<file path="src/rtl/ir_tx_pkg.sv">
package ir_tx_pkg;
  localparam int CAR_TICKS = 16;
  localparam int PH_W      = $clog2(CAR_TICKS);

  // carrier is high while the phase is within the duty window (duty+1 ticks)
  function automatic logic carrier_level(input logic [PH_W-1:0] phase,
                                         input logic [PH_W-1:0] duty);
    return phase <= duty;
  endfunction
endpackage

</file>
<file path="src/rtl/ir_tx_prescaler.sv">
module ir_tx_prescaler #(
  parameter int DIV_W = 16
) (
  input  logic             clk,
  input  logic             rst_n,
  input  logic             run,
  input  logic [DIV_W-1:0] div,
  output logic             tick
);
  logic [DIV_W-1:0] cnt_q;

  assign tick = run && (cnt_q >= div);

  always_ff @(posedge clk or negedge rst_n) begin
    if (!rst_n)      cnt_q <= '0;
    else if (!run)   cnt_q <= '0;
    else if (tick)   cnt_q <= '0;
    else             cnt_q <= cnt_q + 1'b1;
  end

  // a nonzero divider never yields two ticks in a row
  a_r1_tick_spacing: assert property (@(posedge clk) disable iff (!rst_n)
    (tick && div != '0) |=> (!tick || div == '0));
endmodule

</file>
<file path="src/rtl/ir_tx_fifo.sv">
module ir_tx_fifo #(
  parameter int W     = 17,
  parameter int DEPTH = 8
) (
  input  logic         clk,
  input  logic         rst_n,
  input  logic         flush,
  input  logic         push,
  input  logic [W-1:0] wdata,
  input  logic         pop,
  output logic [W-1:0] rdata,
  output logic [$clog2(DEPTH+1)-1:0] count
);
  localparam int PTR_W = (DEPTH > 1) ? $clog2(DEPTH) : 1;
  localparam int CNT_W = $clog2(DEPTH+1);

  logic [W-1:0]     mem [DEPTH];
  logic [PTR_W-1:0] wp_q, rp_q;
  logic [CNT_W-1:0] cnt_q;
  logic             do_push, do_pop;

  assign do_pop  = pop && (cnt_q != '0);
  assign do_push = push && (cnt_q != CNT_W'(DEPTH));
  assign rdata   = mem[rp_q];
  assign count   = cnt_q;

  function automatic logic [PTR_W-1:0] ptr_next(input logic [PTR_W-1:0] p);
    return (p == PTR_W'(DEPTH-1)) ? '0 : p + 1'b1;
  endfunction

  always_ff @(posedge clk) begin
    if (do_push) mem[wp_q] <= wdata;
  end

  always_ff @(posedge clk or negedge rst_n) begin
    if (!rst_n) begin
      wp_q <= '0; rp_q <= '0; cnt_q <= '0;
    end else if (flush) begin
      wp_q <= '0; rp_q <= '0; cnt_q <= '0;
    end else begin
      if (do_push) wp_q <= ptr_next(wp_q);
      if (do_pop)  rp_q <= ptr_next(rp_q);
      cnt_q <= cnt_q + CNT_W'(do_push) - CNT_W'(do_pop);
    end
  end

  // occupancy bounded by the depth
  a_r5_bounded: assert property (@(posedge clk) disable iff (!rst_n)
    cnt_q <= CNT_W'(DEPTH));
  // a write into a full queue without a pop leaves it full
  a_r5_full_drop: assert property (@(posedge clk) disable iff (!rst_n)
    (cnt_q == CNT_W'(DEPTH) && push && !pop && !flush) |=> cnt_q == CNT_W'(DEPTH));
  // the sequencer never pops an empty queue
  a_r8_no_underflow: assert property (@(posedge clk) disable iff (!rst_n)
    pop |-> cnt_q != '0);
endmodule

</file>
<file path="src/rtl/ir_tx_carrier.sv">
module ir_tx_carrier
  import ir_tx_pkg::*;
(
  input  logic            clk,
  input  logic            rst_n,
  input  logic            run,
  input  logic            tick,
  input  logic [PH_W-1:0] duty,
  output logic            carrier
);
  logic [PH_W-1:0] phase_q;

  always_ff @(posedge clk or negedge rst_n) begin
    if (!rst_n)     phase_q <= '0;
    else if (!run)  phase_q <= '0;
    else if (tick)  phase_q <= phase_q + 1'b1;
  end

  assign carrier = carrier_level(phase_q, duty);

  // phase only moves on a tick
  a_r3_phase_hold: assert property (@(posedge clk) disable iff (!rst_n)
    (run && !tick) |=> (phase_q == $past(phase_q) || !run));
endmodule

</file>
<file path="src/rtl/ir_tx_top.sv">
module ir_tx_top
  import ir_tx_pkg::*;
#(
  parameter int DIV_W = 16,
  parameter int DUR_W = 16,
  parameter int DEPTH = 8
) (
  input  logic             clk,
  input  logic             rst_n,
  input  logic             tx_en,
  input  logic             mod_en,
  input  logic             burst_on_space,
  input  logic             svc_on_empty,
  input  logic             irq_en,
  input  logic [DIV_W-1:0] divider,
  input  logic [PH_W-1:0]  duty,
  input  logic             wr_valid,
  input  logic [DUR_W:0]   wr_data,
  output logic             ir_out,
  output logic             busy,
  output logic             svc_req,
  output logic             irq
);
  localparam int WORD_W = DUR_W + 1;
  localparam int REM_W  = DUR_W + 2;
  localparam int CNT_W  = $clog2(DEPTH+1);

  // reload value: duration field in quarter units plus the three hidden ticks
  function automatic logic [REM_W-1:0] interval_reload(input logic [DUR_W-1:0] c);
    return {c, 2'b11};
  endfunction

  logic              tick, carrier;
  logic [WORD_W-1:0] head;
  logic [CNT_W-1:0]  fifo_cnt;
  logic              fifo_nonempty, load, drive;
  logic              busy_q, level_q, out_q;
  logic [REM_W-1:0]  rem_q;

  ir_tx_prescaler #(.DIV_W(DIV_W)) presc_i (
    .clk(clk), .rst_n(rst_n), .run(tx_en), .div(divider), .tick(tick)
  );

  ir_tx_carrier car_i (
    .clk(clk), .rst_n(rst_n), .run(tx_en), .tick(tick), .duty(duty),
    .carrier(carrier)
  );

  ir_tx_fifo #(.W(WORD_W), .DEPTH(DEPTH)) fifo_i (
    .clk(clk), .rst_n(rst_n), .flush(!tx_en),
    .push(wr_valid && tx_en), .wdata(wr_data),
    .pop(load), .rdata(head), .count(fifo_cnt)
  );

  assign fifo_nonempty = (fifo_cnt != '0);
  assign load = tick && fifo_nonempty && (!busy_q || rem_q == '0);

  always_ff @(posedge clk or negedge rst_n) begin
    if (!rst_n) begin
      busy_q <= 1'b0; level_q <= 1'b0; rem_q <= '0;
    end else if (!tx_en) begin
      busy_q <= 1'b0; level_q <= 1'b0; rem_q <= '0;
    end else if (tick) begin
      if (busy_q && rem_q != '0) begin
        rem_q <= rem_q - 1'b1;
      end else if (fifo_nonempty) begin
        busy_q  <= 1'b1;
        level_q <= head[DUR_W];
        rem_q   <= interval_reload(head[DUR_W-1:0]);
      end else begin
        busy_q  <= 1'b0;
        level_q <= 1'b0;
      end
    end
  end

  assign drive = mod_en ? ((level_q ^ burst_on_space) && carrier) : level_q;

  always_ff @(posedge clk or negedge rst_n) begin
    if (!rst_n) out_q <= 1'b0;
    else        out_q <= tx_en && busy_q && drive;
  end

  assign ir_out  = out_q;
  assign busy    = busy_q;
  assign svc_req = tx_en && (svc_on_empty ? (fifo_cnt == '0)
                                          : (fifo_cnt <= CNT_W'(DEPTH/2)));
  assign irq     = svc_req && irq_en;

  // no active interval means an idle pin on the next edge
  a_r8_idle_out: assert property (@(posedge clk) disable iff (!rst_n)
    !busy_q |=> !ir_out);
  // disabling idles pin and sequencer on the next edge
  a_r9_disable: assert property (@(posedge clk) disable iff (!rst_n)
    !tx_en |=> (!ir_out && !busy));
  // interrupt only with a pending service request
  a_r7_irq_gated: assert property (@(posedge clk) disable iff (!rst_n)
    irq |-> svc_req);
  // unmodulated spaces stay dark
  a_r2_space_dark: assert property (@(posedge clk) disable iff (!rst_n)
    (tx_en && busy_q && !mod_en && !level_q) |=> !ir_out);
  // no service request while disabled
  a_r6_svc_off: assert property (@(posedge clk) disable iff (!rst_n)
    !tx_en |-> !svc_req);
endmodule

</file>
<file path="config.mk">
export PLATFORM = sky130hd
export DESIGN_NAME = ir_tx_top
export DESIGN_NICKNAME = d
export VERILOG_FILES = /design/src/rtl/ir_tx_pkg.sv /design/src/rtl/ir_tx_prescaler.sv /design/src/rtl/ir_tx_fifo.sv /design/src/rtl/ir_tx_carrier.sv /design/src/rtl/ir_tx_top.sv
export SDC_FILE = /design/constraint.sdc
export NUM_CORES = 1
export LEC_CHECK = 0
export ABC_AREA = 1
export BUFFER_PORTS_ARGS = -buffer_cell sky130_fd_sc_hd__buf_2
export CORE_MARGIN = 2
export CORE_UTILIZATION = 40
export CTS_BUF_LIST = sky130_fd_sc_hd__clkbuf_16
export DETAILED_ROUTE_END_ITERATION = 10
export PLACE_DENSITY = 0.66
export SLEW_MARGIN = 25
export SYNTH_ARGS = -nofsm -noshare
export SYNTH_HDL_FRONTEND = slang
export SYNTH_HIERARCHICAL = 1
export SYNTH_SLANG_ARGS = --single-unit
</file>
<file path="constraint.sdc">
create_clock -name clk -period 6.95 [get_ports clk]
set_input_delay 1.0425 -clock clk [delete_from_list [all_inputs] [get_ports clk]]
set_output_delay 1.0425 -clock clk [all_outputs]
set_load 0.005 [all_outputs]
</file>
After elaboration in Yosys (flattened, before gate mapping) --
Memory sizes are Yosys's and may differ from the RTL's. Index checks and enable logic that the tools add are counted.
Storage, ports and cells: register bits after elaboration 51, bits in writable memories 136, input bits 45, output and inout port bits 4, word-level logic and storage cells 76, memories kept 1
Memories:
- fifo_i.mem | words 8, bits a word 17, read ports 1, clocked after Yosys merged registers in 0, write ports 1, RTL line ir_tx_fifo.sv:17 | logic [W-1:0] mem [DEPTH];
Operators by class: add/sub/neg operators 7, magnitude comparators 3, equal/unequal tests 8, multiplexer cells 27, bitwise logic cells 1, reduce and logical (&&, ||, !) cells 20
Operators with widths (count):
- 18-bit two-way mux | 4
- 16-bit two-way mux | 2
- 18-bit logical NOT | 1
- 3-bit two-way mux | 6
- 18-bit nonzero test | 1
- 18-bit by 1-bit subtractor with 18-bit output, second input constant | 1
- 16-bit by 1-bit adder with 16-bit output, second input constant | 1
- 16-bit >= comparator | 1
- 1-bit logical AND | 12
- 1-bit two-way mux | 12
- 4-bit two-way mux | 3
- 3-bit by 1-bit adder with 3-bit output, second input constant | 2
- 3-bit == test, second input constant | 2
- 2-bit by 1-bit inequality test with 1-bit output, second input constant | 3
- 4-bit by 1-bit adder with 4-bit output | 1
- 4-bit by 1-bit adder with 4-bit output, second input constant | 1
- 4-bit by 3-bit less-or-equal comparator with 1-bit output, second input constant | 1
- 4-bit less-or-equal comparator | 1
- 4-bit logical NOT | 1
- 4-bit inequality test, second input constant | 1
- 2-bit AND reduction | 2
- 4-bit nonzero test | 1
- 4-bit by 1-bit subtractor with 4-bit output | 1
- 3-bit by 1-bit inequality test with 1-bit output, second input constant | 1
- other kinds (4) | 4

Longest topological paths before layout --
depth after elaboration 7, depth in mapped cells 22, gate-level depth less buffers 22

By module --
Netlist, hierarchy kept.
Modules (own cells, without submodules):
- ir_tx_fifo | instances 1, cells an instance 674, area an instance 6593.8 µm², seq. area each 4334.2 µm²
- ir_tx_top | instances 1, cells an instance 241, area an instance 1545.2 µm², seq. area each 525.5 µm²
- ir_tx_prescaler | instances 1, cells an instance 186, area an instance 1332.5 µm², seq. area each 400.4 µm²
- ir_tx_carrier | instances 1, cells an instance 40, area an instance 304.0 µm², seq. area each 100.1 µm²

Least setup slack after synthesis --
No wires, ideal clock.
path type input to register, start point input port divider[11], end point register fifo_i.cnt_q[1] (netlist: fifo_i/count[1]), setup time 0.128 ns, arrival 3.478 ns, required time 6.822 ns, path slack 3.344 ns, stages 17, buffers on the path 0, cell sequence inv_1 ha_1 nand2_1 o21bai_1 a21oi_1 nor2_2 a21oi_1 nand2_1 nor2_2 nand2_1 inv_1 ha_1 inv_1 ha_1 fa_1 inv_1 nor2_1
On the way: word-level cells in the longest chain between the ends 7
RTL lines:
- from (decl) | RTL line ir_tx_top.sv:15 | input logic [DIV_W-1:0] divider,
- 16-bit >= comparator | RTL line ir_tx_prescaler.sv:12 | assign tick = run && (cnt_q >= div);
- 1-bit logical AND | RTL line ir_tx_prescaler.sv:12
- named net tick | RTL line ir_tx_top.sv:33 | logic tick, carrier;
- 1-bit logical AND (2 in series) | RTL line ir_tx_top.sv:56 | assign load = tick && fifo_nonempty && (!busy_q || rem_q == '0);
- named net load | RTL line ir_tx_top.sv:36 | logic fifo_nonempty, load, drive;
- 1-bit logical AND | RTL line ir_tx_fifo.sv:22 | assign do_pop = pop && (cnt_q != '0);
- 4-bit by 1-bit subtractor with 4-bit output | RTL line ir_tx_fifo.sv:43 | cnt_q <= cnt_q + CNT_W'(do_push) - CNT_W'(do_pop);
- 4-bit two-way mux | RTL line ir_tx_fifo.sv:38 | end else if (flush) begin
- to (signal assigned) | RTL line ir_tx_fifo.sv:43
- to (decl) | RTL line ir_tx_fifo.sv:19 | logic [CNT_W-1:0] cnt_q;
The timed path passes the listed nets, and every way through them passes these cells. A chain may end at the register's enable or synchronous reset.

Worst setup path after layout --
Ends and elaborated chain as after synthesis.

==> metrics.log <==
[metrics] wire length of the first global-routing pass: 33900 um
[metrics] synthesized net count: 1219
[metrics] total wire length: 20300 um
[metrics] Mapped Avg Cell Area: 8.57 sq um
[metrics] critical path endpoint category: flip-flop
[metrics] area overhead of the layout relative to synthesis: 11.7%
[metrics] mean routed wirelength per cell: 13.4 um
[metrics] Max Clock Skew: 0.0210 ns
[metrics] layout cell share with drive strength beyond 1: 0.112
[metrics] Highest Clock Rate: 0.275 GHz
[metrics] final max-slew violation count: 0
[metrics] series of cell instances along the critical path: buf_2 > inv_1 > ha_1 > nand2_1 > o21bai_1 > a21oi_1 > nor2_2 > a21oi_1 > nand2_1 > nor2_2 > nand2_1 > inv_1 > ha_1 > inv_1 > ha_1 > fa_1 > inv_1 > nor2_1
[metrics] residual DRC count: 0
[metrics] result of the run: finished, final reports clean
[metrics] Hold Fails Final Rpt: 0
[metrics] number of warnings printed during yosys synthesis: 6
[metrics] headroom to the max-slew limit: 0.459
[metrics] starting utilization of the core area: 0.404
[metrics] top post-synthesis cells by area: edfxtp_1 42%, nand2_1 16%, dfrtp_1 13%
[metrics] pin slew with the least headroom to its limit: 0.812 ns
[metrics] vertical die dimension: 160 um
[metrics] final core occ: 0.452
[metrics] number of cells produced by synthesis: 1141
[metrics] total of hold buffers inserted after clock tree synthesis: 0
[metrics] Final Cycle Share: 0.523
[metrics] cell type of the slowest stage on the worst timing path: a21oi_1
[metrics] Top cell by count, worst path: inv_1
[metrics] overflow left after global routing: 0
[metrics] detailed router's first-iteration violation count: 438
[metrics] type of the worst min-delay path: flip-flop to flip-flop
[metrics] data required time of the critical path: 7.27 ns
[metrics] number of antenna violations at the first check in global routing: 2
[metrics] power density cells: 239 nW/um^2
[metrics] post-CTS setup-driven buffer insertion count: 0
[metrics] GRT Overall Usage: 0.166
[metrics] clock buffer count from CTS: 17
[metrics] peak ir drop on the vdd network: 172 uV
[metrics] number of max-cap violations: 0
[metrics] dominant synthesized flop cell: edfxtp_1
[metrics] total clock sinks: 187
[metrics] pin count of the biggest net entering global routing: 71
[metrics] endpoints failing setup: 0
[metrics] vias in the first global route: 6840
[metrics] TNS Setup: 0 ns
[metrics] number of top-level pins: 49
[metrics] Row Count: 57
[metrics] Leak Pwr: 0.00530 uW
[metrics] number of search-and-repair iterations in the first detailed-routing pass: 5
[metrics] worst hold margin: 0.499 ns
[metrics] Port-buffer cells: 48
[metrics] cell family contributing the most delay on the critical path: adder cells
[metrics] die area: 25700 sq um
[metrics] CTS tree: done
[metrics] placeable core region: 24200 sq um
[metrics] post-synthesis cell type count: 39
[metrics] share of async-settable or async-resettable flops after synthesis: 0.273
[metrics] Seq cells post-synth: 187
[metrics] worst setup path category: input pin to flip-flop
[metrics] buffer cell driving the clock tree root: clkbuf_16
[metrics] Seq/Total Area, Yosys: 0.548
[metrics] H-tree levels: 4
[metrics] post-synth top area share: 0.418
[metrics] worst-skew pair later-pin latency: 0.44 ns
[metrics] delay of the slowest critical-path stage: 0.50 ns
[metrics] diodes inserted: 0
[metrics] clock transition at the registers of the reported paths: 0.08 ns
[metrics] count of antenna-violating nets left after detailed routing: 0
[metrics] Crit path buffers/inverters: 5
[metrics] number of vias after detailed routing: 7136
[metrics] shortest clock period the worst path allows after layout: 3.63 ns
[metrics] number of buffers on the longest clock path: 2
[metrics] last weighted congestion value of the routability-driven placer: 0.785
[metrics] maximum fanout count along the critical path: 7
[metrics] signal arrival time at the worst endpoint: 3.95 ns
[metrics] horizontal die dimension: 160 um
[metrics] number of nets in the layout: 1264
[metrics] cell type with the largest total area after synthesis: edfxtp_1
[metrics] nature of the critical path startpoint: input pin
[metrics] HPWL after detailed placement: 12500 um
[metrics] post-detailed-route via-to-cell ratio: 4.69
[metrics] Post-Syn Area: 9780 sq um
[metrics] cells resized by post-CTS repair: 0
[metrics] number of synthesized flops with an enable pin: 136
[metrics] unrepaired setup endpoints after global routing: false
[tightest hold or removal path, delay by kind of cell (launching register included)]
kind | cells | cell delay, ns
flops | 1 | 0.35
compound gates | 1 | 0.06
simple gates | 1 | 0.05
[per-stage QoR]
step | cells | worst slack (ns) | cell area [sq um] | power (uW)
finish | 1523 | 3.32 | 10900 | 2610
global route | 1523 | 3.04 | 10900 | 2750
CTS | 1523 | 3.29 | 10900 | 2640
detailed placement | 1491 | 2.93 | 10400 | 1710
global placement | 1491 | 3.04 | 10400 | 1700
floorplan | 1141 | 3.34 | 9780 | 1600
[final timing paths]
kind                                        start         endpoint  slack, ns  depth (start not counted)
min in group asynchronous                   rst_n         rem_q[4]       0.73                          2
worst max-delay path                  divider[11]  fifo_i/count[1]       3.32                         18
worst min register to register           rem_q[0]         rem_q[0]       0.50                          2
worst min-delay path                     rem_q[0]         rem_q[0]       0.50                          2
worst max register to register  presc_i/cnt_q[11]  fifo_i/count[1]       3.56                         16
max in group asynchronous                   rst_n   fifo_i/rp_q[0]       5.72                          2
[cell type report]
cell class	instances	area, sq um
multi-input combinational	710	3460
fill	2271	13300
timing repair buffer	61	338
clock buffer	17	425
tap	324	405
clock inverter	15	148
sequential	187	5360
inverter	209	785
[kinds of logic after synthesis]
family,synth area share
adders and majority gates,0.0430
DFF,0.548
AOI/OAI and AO/OA,0.0260
xor gates and xnor gates,0.00806
buffers and inverters,0.102
and+or+nand+nor,0.273
[registers in the layout (all words and copies together), names as in the netlist]
| signal | cells |
|---|---|
| busy | 1 |
| fifo_i/count | 4 |
| rem_q | 18 |
| ir_out | 1 |
| level_q | 1 |
| presc_i/cnt_q | 16 |
| fifo_i/mem | 136 |
| fifo_i/rp_q | 3 |
| car_i/phase_q | 4 |
| fifo_i/wp_q | 3 |
[metal layers]
layer  share of wire  vias up  track usage  wire, um
li1                -     3671            -         -
met1            0.44     3296        0.203      9050
met2            0.49      140        0.296     10000
met3           0.045       25       0.0320       906
met4           0.015        4       0.0520       315
met5          0.0012        -            0        24
[power breakdown]
part           leakage (uW)  switching, uW  internal (uW)  total [uW]
combinational       0.00310            250            132         383
clock              0.000282            454            478         932
sequential          0.00192           48.1           1250        1300
[cell usage in the layout (no fill, tap or decap), types with 13 or more instances in the layout]
cell type | Yosys | routed
edfxtp_1 | 136 | 136
a21oi_1 | 20 | 20
nand3_1 | 103 | 103
buf_2 | 26 | 48
buf_4 | 2 | 13
o21ai_0 | 17 | 17
clkbuf_16 | 0 | 17
nor2_1 | 57 | 57
nand2_1 | 405 | 405
dfrtp_1 | 51 | 50
inv_1 | 203 | 204
ha_1 | 32 | 32
[cell usage after synthesis, types with 7 or more instances]
library cell	instances
edfxtp_1	136
o21ai_0	17
nor3_1	12
nand2_1	405
a21oi_1	20
nor2_1	57
dfrtp_1	51
nor2_2	7
nand4_1	11
inv_1	203
nand3_1	103
buf_2	26
ha_1	32
No activity file was read; power rests on OpenSTA's default activity.
